==> config.mk <==
export PLATFORM = sky130hd
export DESIGN_NAME = clkdiv_gated
export DESIGN_NICKNAME = d
export VERILOG_FILES = /design/src/rtl/clkdiv_pkg.sv /design/src/rtl/clkdiv_regs.sv /design/src/rtl/clkdiv_decode.sv /design/src/rtl/clkdiv_counter.sv /design/src/rtl/clkdiv_gated.sv
export SDC_FILE = /design/constraint.sdc
export NUM_CORES = 1
export LEC_CHECK = 0
export ABC_AREA = 1
export ABC_CLOCK_PERIOD_IN_PS = 2950
export CAP_MARGIN = 0
export CORE_ASPECT_RATIO = 1.1
export CORE_UTILIZATION = 55
export CTS_CLUSTER_SIZE = 14
export DETAILED_ROUTE_END_ITERATION = 16
export DONT_BUFFER_PORTS = 1
export PLACE_DENSITY_LB_ADDON = 0.2
export SLEW_MARGIN = 10
export SYNTH_ARGS = -nofsm -noshare
export SYNTH_HDL_FRONTEND = slang
export SYNTH_SLANG_ARGS = --single-unit
==> constraint.sdc <==
create_clock -name clk_i -period 2.95 [get_ports clk_i]
set_input_delay 0.295 -clock clk_i [delete_from_list [all_inputs] [get_ports clk_i]]
set_output_delay 0.295 -clock clk_i [all_outputs]
set_load 0.02 [all_outputs]
==> src/rtl/clkdiv_pkg.sv <==
package clkdiv_pkg;
  typedef enum logic [1:0] {
    REG_STAT = 2'd0,
    REG_GATE = 2'd1,
    REG_DIV  = 2'd2
  } reg_addr_e;

  localparam int ERR_BIT  = 0;
  localparam int BUSY_LO  = 3;
  localparam int BUSY_HI  = 4;
  localparam int PRE_SH   = 6;  // prescale factor 2**PRE_SH in wide mode
endpackage

==> src/rtl/clkdiv_regs.sv <==
module clkdiv_regs
  import clkdiv_pkg::*;
#(
  parameter int DATA_W   = 32,
  parameter int DIV_W    = 5,
  parameter int GATE_BIT = 0
) (
  input  logic              clk_i,
  input  logic              rst_ni,
  input  logic              wr_en_i,
  input  logic [1:0]        wr_addr_i,
  input  logic [DATA_W-1:0] wr_data_i,
  input  logic [1:0]        rd_addr_i,
  input  logic              apply_i,
  output logic [DATA_W-1:0] rd_data_o,
  output logic              gate_o,
  output logic              pend_o,
  output logic              err_o,
  output logic [DIV_W-1:0]  field_o
);
  logic div_wr, stat_wr, gate_wr;

  assign div_wr  = wr_en_i && (wr_addr_i == REG_DIV);
  assign stat_wr = wr_en_i && (wr_addr_i == REG_STAT);
  assign gate_wr = wr_en_i && (wr_addr_i == REG_GATE);

  always_ff @(posedge clk_i or negedge rst_ni) begin
    if (!rst_ni) begin
      gate_o  <= 1'b0;
      pend_o  <= 1'b0;
      err_o   <= 1'b0;
      field_o <= '0;
    end else begin
      if (apply_i) pend_o <= 1'b0;
      if (div_wr) begin
        if (pend_o) begin
          err_o <= 1'b1;
        end else begin
          field_o <= wr_data_i[DIV_W-1:0];
          pend_o  <= 1'b1;
        end
      end
      if (stat_wr && wr_data_i[ERR_BIT]) err_o <= 1'b0;
      if (gate_wr) gate_o <= wr_data_i[GATE_BIT];
    end
  end

  always_comb begin
    rd_data_o = '0;
    case (rd_addr_i)
      REG_STAT: begin
        rd_data_o[ERR_BIT] = err_o;
        rd_data_o[BUSY_LO] = pend_o;
        rd_data_o[BUSY_HI] = pend_o;
      end
      REG_GATE: rd_data_o[GATE_BIT] = gate_o;
      REG_DIV:  rd_data_o[DIV_W-1:0] = field_o;
      default:  rd_data_o = '0;
    endcase
  end
endmodule

==> src/rtl/clkdiv_decode.sv <==
module clkdiv_decode
  import clkdiv_pkg::*;
#(
  parameter int DIV_W = 5,
  parameter int CNT_W = 6
) (
  input  logic [DIV_W-1:0] field_i,
  output logic [CNT_W-1:0] n_o
);
  localparam bit WIDE = (DIV_W == 6);

  generate
    if (WIDE) begin : g_wide
      logic [DIV_W-2:0] low;
      assign low = field_i[DIV_W-2:0];
      always_comb begin
        if (field_i[DIV_W-1]) begin
          if (low == '0) n_o = CNT_W'(2 ** PRE_SH);
          else           n_o = CNT_W'(low) << PRE_SH;
        end else if (low == '0) begin
          n_o = CNT_W'(2 ** DIV_W);
        end else begin
          n_o = CNT_W'(low);
        end
      end
    end else begin : g_plain
      always_comb begin
        if (field_i == '0) n_o = CNT_W'(2 ** DIV_W);
        else               n_o = CNT_W'(field_i);
      end
    end
  endgenerate
endmodule

==> src/rtl/clkdiv_counter.sv <==
module clkdiv_counter #(
  parameter int CNT_W = 6,
  parameter int RST_N = 32
) (
  input  logic             clk_i,
  input  logic             rst_ni,
  input  logic             gate_i,
  input  logic             pend_i,
  input  logic [CNT_W-1:0] n_new_i,
  output logic             tick_o,
  output logic             apply_o,
  output logic [CNT_W-1:0] cnt_o,
  output logic [CNT_W-1:0] act_n_o
);
  logic boundary;

  assign tick_o   = gate_i && (cnt_o == act_n_o - 1'b1);
  assign boundary = tick_o || !gate_i;
  assign apply_o  = pend_i && boundary;

  always_ff @(posedge clk_i or negedge rst_ni) begin
    if (!rst_ni) begin
      cnt_o   <= '0;
      act_n_o <= CNT_W'(RST_N);
    end else begin
      if (apply_o) act_n_o <= n_new_i;
      if (boundary) cnt_o <= '0;
      else          cnt_o <= cnt_o + 1'b1;
    end
  end
endmodule

==> src/rtl/clkdiv_gated.sv <==
module clkdiv_gated #(
  parameter int DATA_W   = 32,
  parameter int DIV_W    = 5,
  parameter int GATE_BIT = 0
) (
  input  logic              clk_i,
  input  logic              rst_ni,
  input  logic              wr_en_i,
  input  logic [1:0]        wr_addr_i,
  input  logic [DATA_W-1:0] wr_data_i,
  input  logic [1:0]        rd_addr_i,
  output logic [DATA_W-1:0] rd_data_o,
  output logic              tick_o
);
  localparam bit WIDE  = (DIV_W == 6);
  localparam int NMAX  = WIDE ? 64 * 31 : 2 ** DIV_W;
  localparam int CNT_W = $clog2(NMAX + 1);
  localparam int RST_N = 2 ** DIV_W;

  logic             gate, pend, err, apply;
  logic [DIV_W-1:0] field;
  logic [CNT_W-1:0] n_new, cnt, act_n;

  clkdiv_regs #(.DATA_W(DATA_W), .DIV_W(DIV_W), .GATE_BIT(GATE_BIT)) u_regs (
    .clk_i     (clk_i),
    .rst_ni    (rst_ni),
    .wr_en_i   (wr_en_i),
    .wr_addr_i (wr_addr_i),
    .wr_data_i (wr_data_i),
    .rd_addr_i (rd_addr_i),
    .apply_i   (apply),
    .rd_data_o (rd_data_o),
    .gate_o    (gate),
    .pend_o    (pend),
    .err_o     (err),
    .field_o   (field)
  );

  clkdiv_decode #(.DIV_W(DIV_W), .CNT_W(CNT_W)) u_dec (
    .field_i (field),
    .n_o     (n_new)
  );

  clkdiv_counter #(.CNT_W(CNT_W), .RST_N(RST_N)) u_cnt (
    .clk_i   (clk_i),
    .rst_ni  (rst_ni),
    .gate_i  (gate),
    .pend_i  (pend),
    .n_new_i (n_new),
    .tick_o  (tick_o),
    .apply_o (apply),
    .cnt_o   (cnt),
    .act_n_o (act_n)
  );
endmodule

**Word level (Yosys, flattened, before mapping)**

Cells that the tools add are included.

- Output and inout port bits: 33
- Input port bits: 39
- Register bits: 20

- Reduce and logical (&&, ||, !) cells: 15
- Bitwise gates (word level): 1
- $add $sub $neg: 2
- Equality and inequality tests: 5
- Muxes and demuxes: 11

Operator list:

| kind | count |
|---|---|
| 6-bit 2-to-1 mux | 2 |
| 6-bit by 1-bit adder with 6-bit output, second input constant | 1 |
| 6-bit equality test | 1 |
| 1-bit logical AND | 6 |
| 1-bit 2-to-1 mux | 6 |
| 6-bit by 1-bit subtractor with 6-bit output, second input constant | 1 |
| 5-bit zero test | 1 |
| 2-bit by 1-bit equality test with 1-bit output, second input constant | 2 |
| 2-bit equality test, second input constant | 2 |
| 2-bit zero test | 2 |
| 2-bit case mux with 2 select lines | 1 |
| 2-bit AND reduction | 2 |
| 2-bit nonzero test | 2 |
| 1-bit case mux with 3 select lines | 1 |
| 2-bit 2-to-1 mux | 1 |
| 1-bit zero test | 1 |
| 1-bit logical OR | 1 |
| 1-bit NOT | 1 |

**Logic depth before layout (Yosys ltp)**

Gate-level depths: netlist (run 1).

- Depth after elaboration: 8
- Depth in mapped cells: 13
- Mapped depth without buffers: 13

**Hierarchy**

From an unflattened synthesis (run 1), not the netlist that was laid out.

- Cells, all modules: 198
- Area total of the unflattened synthesis: 1,417.6 um^2

Modules (own cells, without submodules):

| module | instances | cells an instance | area each (um^2) |
|---|---|---|---|
| clkdiv_counter | 1 | 101 | 745.7 |
| clkdiv_regs | 1 | 85 | 626.9 |
| clkdiv_decode | 1 | 12 | 45.0 |

**Worst setup path before layout (run 1)**

OpenSTA, ideal clock, no wires.

- Kind: register to output
- From: register u_cnt.act_n_o[0]
- To: output tick_o
- Arrival time: 1.446 ns
- Cell stages (with the launch flop): 8
- Required time: 2.655 ns
- Buffers on the path: 0
- Path slack: 1.209 ns
- Path through: dfrtp_1 -> inv_2 -> ha_1 -> xor2_1 -> nand3_1 -> nor2_2 -> nand3_2 -> nor2_1

- Word-level cells in the longest chain between the ends: 3

Ends and longest elaborated chain:

| element | RTL line | source |
|---|---|---|
| from (decl) | clkdiv_counter.sv:13 | `output logic [CNT_W-1:0] act_n_o` |
| from (signal assigned) | clkdiv_counter.sv:24 | `act_n_o <= CNT_W'(RST_N);` |
| from (signal assigned) | clkdiv_counter.sv:26 | `if (apply_o) act_n_o <= n_new_i;` |
| 6-bit by 1-bit subtractor with 6-bit output | clkdiv_counter.sv:17 | `assign tick_o = gate_i && (cnt_o == act_n_o - 1'b1);` |
| 6-bit equality test | clkdiv_counter.sv:17 |  |
| 1-bit logical AND | clkdiv_counter.sv:17 |  |
| to (decl) | clkdiv_gated.sv:13 | `output logic tick_o` |

No other way between the ends.

**Final worst setup path (run 1)**

Ends and elaborated chain as after synthesis.

==> flow_summary.toml, run 1 <==
[critical_path]
critPathArrivalTime_ns = 1.88
r2r_setup_slack_ns = 1.13
r2r_start = "u_cnt.act_n_o[0]"
endpoint_kind = "output port"
required_ns = 2.65
critPathLaunchType = "flip-flop"
worst-path-buf-inv = 1
path_class = "reg -> out"
path_cells = "inv_2 -> ha_1 -> xor2_1 -> nand3_1 -> nor2_2 -> nand3_2 -> nor2_1"
slowest_stage = "dfrtp_1"
reg2regPathDepth = 10
path_max_fanout = 4
r2r-end = "u_cnt.act_n_o[3]"
crit_family = "simple AND/OR/NAND/NOR gates"
cpPeakStageDelay_ns = 0.41

[power]
power.density_nw_per_um2 = 691.3
power_mw = 0.8892
vdd_drop_max_v = 0.0003927
p_leak_nw = 0.7048

[sta]
finClkSkew_ns = 0.009827
worst_slack_ns = 0.7781
timing.final.crit_period_ns = 2.172
fmaxAchievable_mhz = 460.4
rsz0062_at_grt = "false"
fin_tns_setup_ns = 0
finalSetupViolCount = 0
finalMaxSlewViolations = 0
timing.slew.headroom = 0.4001
worst_pin_slew_ns = 0.8969
hold_viol = 0
period_share = 0.7362
holdWs_ns = 0.1504

[flow_run]
cap_violations = 0

[drt]
dr_wl_met2_um = 1025
drc = 0
detail_route.vias_per_cell = 4.555
wl_met3_um = 73
top_layer_used = "met4"
wl_per_cell_um = 9.545
met1_length_um = 888
totalWireLength_um = 1995
drt_first_pass_iters = 4
final_antenna_net_count = 0
drtIter0Drc = 9
vias = 952

[synth]
avgSynthCellArea_um2 = 7.535
syn_area_um2 = 1334
yosysTopAreaCell = "dfrtp_1"
ys_seq_area_frac = 0.3762
synth-seq-cells = 20
yosysUniqueCellTypes = 25
ys.warnings.count = 0
netlist_instances = 177
synth.top_cells.by_area = "dfrtp_1, buf_4, nand2_1"
synth_top_area_share = 0.3565

[clock_tree]
postCtsSetupBuffers = 0
clkLatencyLatePin_ns = 0.29
clk_pin_slew_worst_paths_ns = 0.11
clkSinkCount = 20
cts_tree = "done"
cts_buffers = 3
ctsRootBufferMaster = "clkbuf_4"
htree_levels = 1
cts_buffer_depth = 2

[global_route]
grt_use_total = 0.1590
grt_pass1_vias = 825
grt_pass1_wl_um = 3215
grt_overflow = 0
grt_max_degree = 21
antenna_found_initial = 0

[cells_and_area]
diodes = 0
final_cell_count_no_fill = 209
final_util = 0.5655
num-nets-final = 221
drive_gt1_frac = 0.06704
stdcell_area_um2 = 1286
syn_to_final_growth_pct = -3.565

[placement]
portBuffers = 0
dpl_cell_area_um2 = 1250
pre_cts_ws_ns = 1.094
gp_congestion = 0.8172
dp_hpwl_um = 1587
placed_cells = 204

[floorplanning]
dieArea_um2 = 2626
io_pins = 72
coreArea_um2 = 2275
die_w_um = 48.96
dieHeight_um = 53.65
start_util = 0.5864
rows = 18

[hold_path]
hold_end = "u_regs.field_o[1]"
hold_path.startpoint = "wr_data_i[1]"
hold_class = "in -> reg"
whs_path_depth = 2

[status]
status = "complete, no violations"
-- repair_timing --
item                                    CTS  global route
resized for setup                         0             0
endpoints found under the setup margin    0             0
endpoints found under the hold margin    20             0
hold buffers                              1             0
-- registers in the layout, indices dropped and copies added (netlist names) --
register,flops
u_regs.pend_o,1
u_regs.field_o,5
u_cnt.act_n_o,6
u_regs.err_o,1
u_cnt.cnt_o,6
u_regs.gate_o,1
-- cell usage after synthesis --
library cell and number:
nand3_1 19, nor2_1 14, mux2_2 2, nand3_2 1, nand2_1 41, conb_1 1
nand2_2 1, buf_6 1, dfstp_2 1, buf_4 27, dfrtp_1 19, xor2_1 5
inv_2 1, o21ai_0 3, ha_1 2, nor2_2 1, a21oi_1 3, nor3_1 3
buf_2 1, nand2_4 1, nor4_1 2, o211ai_1 1, nor2_4 1, inv_1 25
xnor2_1 1
-- power breakdown --
part / internal (mW) / switching (mW) / leakage [nW] / total, mW
logic: 0.123 / 0.225 / 0.439 / 0.348
clock network: 0.0525 / 0.0761 / 0.0150 / 0.129
registers: 0.338 / 0.0743 / 0.251 / 0.412
-- layout by cell type, fill, tap and decap left out, drive strengths merged --
cell type and instances:
o21ai 3, nor3 3, dfrtp 19, conb 27
inv 26, nand2 43, dlygate4sd3 1, dfstp 1
nor4 2, nor2 16, ha 2, mux2 2
o211ai 1, xor2 5, a21oi 3, nand3 20
clkbuf 4, xnor2 1
-- worst max path at each step --
stage,from,endpoint,depth (start not counted)
floorplan,u_cnt.act_n_o[0],tick_o,7
global placement,u_cnt.act_n_o[0],tick_o,7
detailed placement,u_cnt.act_n_o[0],tick_o,7
CTS,u_cnt.act_n_o[0],tick_o,7
global route,u_cnt.act_n_o[0],tick_o,10
finish,u_cnt.act_n_o[0],tick_o,7
-- cell type report --
class                   count  area [um^2]
repair buffers              1        10.01
fillers                   227        988.4
inverters                  26        97.59
clock buffers               4        26.28
well taps                  30        37.54
multi-input cells         128        613.1
flip-flops and latches     20        501.7
-- metal layers --
metal | GRT usage | vias to the layer above
li1 | - | 496
met1 | 0.1802 | 423
met2 | 0.3148 | 31
met3 | 0.01130 | 2
met4 | 0.06373 | 0
met5 | 0 | -
-- logic make-up (layout without fill, tap and decap cells) --
group,count (synthesis),in the layout,share of synthesized area
AO/OA/AOI/OAI,7,7,0.02814
XOR/XNOR,6,6,0.03940
adder cells (fa/ha/maj),2,2,0.01876
buffers and inverters,55,31,0.2373
flip-flops,20,20,0.3762
multiplexers,2,2,0.01688
other,1,27,0.002812
AND/OR/NAND/NOR,84,84,0.2805
No activity file was read; power rests on OpenSTA's default activity.
==> run 2: changes to the inputs <==
ABC_CLOCK_PERIOD_IN_PS = 2009   (was 2950)
clock period = 2.01 ns   (was 2.95 ns; I/O delays follow)
==> flow_summary.toml, run 2 (same netlist as run 1, synthesis figures left out) <==
[status]
status = "complete, no violations"

[sta]
finClkSkew_ns = 0.009462
worst_pin_slew_ns = 0.8881
finalSetupViolCount = 0
hold_viol = 0
timing.final.crit_period_ns = 1.940
period_share = 0.9651
timing.slew.headroom = 0.4060
rsz0062_at_grt = "true"
finalMaxSlewViolations = 0
worst_slack_ns = 0.07017
fmaxAchievable_mhz = 515.5

[critical_path]
r2r_setup_slack_ns = 0.22
slowest_stage = "dfrtp_1"
critPathArrivalTime_ns = 1.74
path_class = "reg -> out"
required_ns = 1.81
path_cells = "inv_2 -> ha_4 -> inv_1 -> nand2_1 -> nand2_1 -> nand2_1 -> nand3_1 -> nor2_2 -> nand3_2 -> nor2_4"
crit_family = "simple AND/OR/NAND/NOR gates"
endpoint_kind = "output port"
crit_path_frequent_cell = "nand2_1"
critPathLaunchType = "flip-flop"
cpPeakStageDelay_ns = 0.43
path_max_fanout = 4
worst-path-buf-inv = 2

[clock_tree]
cts_buffer_depth = 2
ctsRootBufferMaster = "clkbuf_4"
cts_buffers = 3
clkLatencyLatePin_ns = 0.29
htree_levels = 1
cts_tree = "done"
clkSinkCount = 20
clk_pin_slew_worst_paths_ns = 0.11

[global_route]
grt_use_total = 0.1618
grt_pass1_wl_um = 3291
antenna_found_initial = 0
grt_overflow = 0
grt_max_degree = 21
grt_pass1_vias = 856

[cells_and_area]
layout_common_cells = "nand2_1, conb_1, inv_1, nand3_1, dfrtp_1"
final_cell_count_no_fill = 211
top_regs = "u_cnt.act_n_o x6, u_cnt.cnt_o x6, u_regs.field_o x5"
syn_to_final_growth_pct = -0.9379
num-nets-final = 223
final_util = 0.5809
drive_gt1_frac = 0.09392
diodes = 0
stdcell_area_um2 = 1321
fillers = 246
final_common_cell = "nand2_1"

[power]
vdd_drop_max_v = 0.0006742
power_mw = 1.367
p_leak_nw = 0.7146
power.density_nw_per_um2 = 1034

[floorplanning]
start_util = 0.5864
coreArea_um2 = 2275
rows = 18
io_pins = 72
dieArea_um2 = 2626
dieHeight_um = 53.65
die_w_um = 48.96

[placement]
dpl_cell_area_um2 = 1257
dp_hpwl_um = 1606
placed_cells = 205
portBuffers = 0
pre_cts_ws_ns = 0.2526
gp_congestion = 0.8146

[flow_run]
cap_violations = 0

[hold_path]
hold_class = "in -> reg"

[drt]
final_antenna_net_count = 0
drt_first_pass_iters = 4
totalWireLength_um = 2081
vias = 984
detail_route.vias_per_cell = 4.664
drtIter0Drc = 11
drc = 0
wl_per_cell_um = 9.863
==> run 2: through the flow <==
| stage | TNS [ns] | hold slack (ns) |
|---|---|---|
| 5_1_grt | -0.05967 | 0.04549 |
| 4_1_cts | 0 | 0.05664 |
| 6_report | 0 | 0.05766 |
| 3_3_place_gp | 0 | -0.09406 |
| 3_5_place_dp | 0 | -0.09406 |
| 2_1_floorplan | 0 | -0.09459 |
==> run 2: power by group <==
part	switching [mW]	internal, mW
Clock	0.111	0.0771
Combinational	0.356	0.217
Sequential	0.109	0.496
==> run 2: cell type report <==
cell class / instances / area [um^2] / area share
Multi-Input combinational cell: 128 / 633.1 / 0.4792
Sequential cell: 20 / 501.7 / 0.3797
Inverter: 26 / 97.59 / 0.07386
Tap cell: 30 / 37.54 / 0.02841
Clock buffer: 4 / 26.28 / 0.01989
Timing Repair Buffer: 3 / 25.02 / 0.01894
==> run 2: repair_timing <==
item | in CTS | in global routing
hold endpoints to repair | 20 | 0
pin swaps | 0 | 3
resized for setup | 1 | 4
setup endpoints to repair | 1 | 1
hold buffers | 1 | 0
buffers inserted | 0 | 1
==> run 2: per-layer routing <==
metal | track usage | share of wire | up-vias
li1 | - | - | 500
met1 | 0.1812 | 0.45 | 457
met2 | 0.3287 | 0.52 | 25
met3 | 0.01695 | 0.029 | 2
met4 | 0.04412 | 0.0058 | 0
met5 | 0 | 0 | -
==> run 2: path summary, 6_finish.rpt <==
check / from / endpoint / depth (start not counted)
min reg2reg: u_cnt.act_n_o[5] / u_cnt.act_n_o[5] / 2
min: wr_data_i[4] / u_regs.field_o[4] / 1
max in group asynchronous: rst_ni / u_cnt.cnt_o[3] / 1
max: u_cnt.act_n_o[0] / tick_o / 10
min in group asynchronous: rst_ni / u_regs.field_o[1] / 1
max reg2reg: u_cnt.act_n_o[0] / u_cnt.act_n_o[2] / 13
==> run 3: changes to the inputs <==
ABC_AREA = default   (was 1)
==> flow_summary.toml, run 3 <==
[critical_path]
reg2regPathDepth = 8
slowest_stage = "dfrtp_1"
path_cells = "inv_2 -> ha_4 -> or3b_4 -> a211oi_2 -> o211ai_2 -> nor3b_4"
critPathLaunchType = "flip-flop"
path_max_fanout = 2
required_ns = 1.81
cpPeakStageDelay_ns = 0.41
critPathArrivalTime_ns = 2.05
endpoint_kind = "output port"
path_class = "reg -> out"

[floorplanning]
die_w_um = 51.36
start_util = 0.5849
rows = 19
dieHeight_um = 56.30
io_pins = 72
dieArea_um2 = 2891
coreArea_um2 = 2520

[synth]
synthFlopType = "dfrtp_1"
synth_top_area_share = 0.3226
synth.top_cells.by_area = "dfrtp_1, buf_4, mux2_2"
synth-edff-count = 0
synth-seq-cells = 20
netlist_instances = 162
syn_area_um2 = 1474
ys_seq_area_frac = 0.3404
synthTopCellsByCount = "buf_4, dfrtp_1, nand2_1, nor2_1, xnor2_1"
yosysUniqueCellTypes = 42
ys.warnings.count = 0
post-synth-top-count-cell = "buf_4"
async_reset_ff_frac = 1.000
yosysTopAreaCell = "dfrtp_1"
avgSynthCellArea_um2 = 9.098

[cells_and_area]
fillers = 212
multiInputGateArea_um2 = 900.9
diodes = 0
top_regs = "u_cnt.act_n_o x6, u_cnt.cnt_o x6, u_regs.field_o x5"
regArea_um2 = 501.7
drive_gt1_frac = 0.2833
layout_common_cells = "conb_1, dfrtp_1, buf_4, nand2_1, xnor2_1"
num-nets-final = 222
final_common_cell = "conb_1"
syn_to_final_growth_pct = 15.87

[status]
status = "finished, violations left"
violations = "setup timing"

[sta]
finalSetupViolCount = 14
worst_slack_ns = -0.2393
finClkSkew_ns = 0.003784
timing.final.crit_period_ns = 2.249
rsz0062_at_grt = "true"
finalMaxSlewViolations = 0
hold_viol = 0
worst_pin_slew_ns = 0.9416
timing.slew.headroom = 0.3702
fmaxAchievable_mhz = 444.6
period_share = 1.119
holdWs_ns = 0.01412

[drt]
drc = 0
wl_per_cell_um = 15.00
drt_first_pass_iters = 4
vias = 1155
drtIter0Drc = 16
final_antenna_net_count = 0
detail_route.vias_per_cell = 5.474
totalWireLength_um = 3165

[clock_tree]
clk_pin_slew_worst_paths_ns = 0.12
clkSinkCount = 20
cts_buffers = 3
clkLatencyLatePin_ns = 0.31
htree_levels = 1
cts_buffer_depth = 2
ctsRootBufferMaster = "clkbuf_4"
cts_tree = "done"

[global_route]
antenna_found_initial = 0
grt_max_degree = 22
grt_pass1_vias = 1114
grt_pass1_wl_um = 5195
grt_overflow = 0
grt_use_total = 0.2457

[power]
vdd_drop_max_v = 0.0005696
p_leak_nw = 0.7313
power_mw = 1.411
power.density_nw_per_um2 = 826.3

[placement]
portBuffers = 0
dp_hpwl_um = 2126
gp_congestion = 0.7742

[flow_run]
cap_violations = 0

[hold_path]
hold_class = "in -> reg"
whs_path_depth = 2
-- run 3: cell count changes in the layout (fill, tap and decap cells not counted), moves of 3 or more --
cell and change:
nor3_2 +3, inv_1 -22, nand3_1 -15, and2_1 +6
nand2_1 -26, mux2_2 +4, nand3b_1 +4, nor2_1 -10
nor2_4 +3, a311o_1 +4, xnor2_1 +6, buf_4 +15
-- run 3: area by class of cell --
| class | count | share of cell area |
|---|---|---|
| tap | 31 | 0.02271 |
| timing repair buffer | 22 | 0.1238 |
| inverter | 5 | 0.01099 |
| multi-input combinational | 129 | 0.5275 |
| sequential | 20 | 0.2938 |
| clock buffer | 4 | 0.02125 |
-- run 3: worst paths after layout --
| check | start | to | slack [ns] |
|---|---|---|---|
| min in group asynchronous | rst_ni | u_regs.field_o[0] | 0.47 |
| max | u_cnt.act_n_o[1] | tick_o | -0.24 |
| min reg2reg | u_cnt.cnt_o[0] | u_cnt.cnt_o[0] | 0.54 |
| max in group asynchronous | rst_ni | u_cnt.cnt_o[1] | 0.97 |
| min | wr_addr_i[1] | u_regs.err_o | 0.01 |
| max reg2reg | u_cnt.act_n_o[1] | u_cnt.act_n_o[2] | -0.23 |
-- run 3: stage by stage --
step | instance area, um^2 | setup TNS (ns) | setup WS [ns] | utilization | instances
after floorplan | 1585 | 0 | 0.007021 | - | 188
after global placement | 1501 | -0.02644 | -0.01650 | 0.5958 | 199
after detailed placement | 1501 | -0.2906 | -0.09545 | 0.5958 | 199
after CTS | 1652 | -3.407 | -0.3231 | 0.6554 | 211
after global routing | 1708 | -3.805 | -0.3344 | 0.6778 | 211
final | 1708 | -2.476 | -0.2393 | 0.6778 | 211
-- run 3: power by group --
group	leakage [nW]	internal (mW)	switching [mW]
logic	0.474	0.272	0.322
clock network	0.0210	0.111	0.129
registers	0.237	0.475	0.102
-- run 3: layer usage --
metal  routed length, um  part of all wire  up-vias  track usage
li1                    -                 -      548            -
met1                1353              0.43      549       0.3134
met2                1610              0.51       54       0.4174
met3                 142             0.045        4      0.02168
met4                  59             0.019        0       0.1042
met5                   0                 0        -            0
-- run 3: what timing repair did --
item / in CTS / in global routing
hold buffers: 1 / 0
resized for setup: 9 / 17
setup endpoints to repair: 8 / 14
cloned: 1 / 0
hold endpoints to repair: 20 / 0
pin swaps: 5 / 6
buffers inserted: 6 / 1
-- run 3: critical path, delay by kind of cell (launching register included) --
kind / cells / cell delay, ns
buffers and inverters: 1 / 0.09
adder cells (fa/ha/maj): 1 / 0.14
flip-flops: 1 / 0.41
AND/OR/NAND/NOR: 2 / 0.71
AO/OA/AOI/OAI: 2 / 0.38
-- run 3: kinds of logic after synthesis --
logic type | count (synthesis) | synth area share
DFF | 20 | 0.3404
and+or+nand+nor | 59 | 0.2173
xor gates and xnor gates | 10 | 0.05943
AOI/OAI and AO/OA | 23 | 0.1282
adders and majority gates | 2 | 0.01698
other | 1 | 0.002544
buffers and inverters | 39 | 0.1757
muxes | 8 | 0.05942
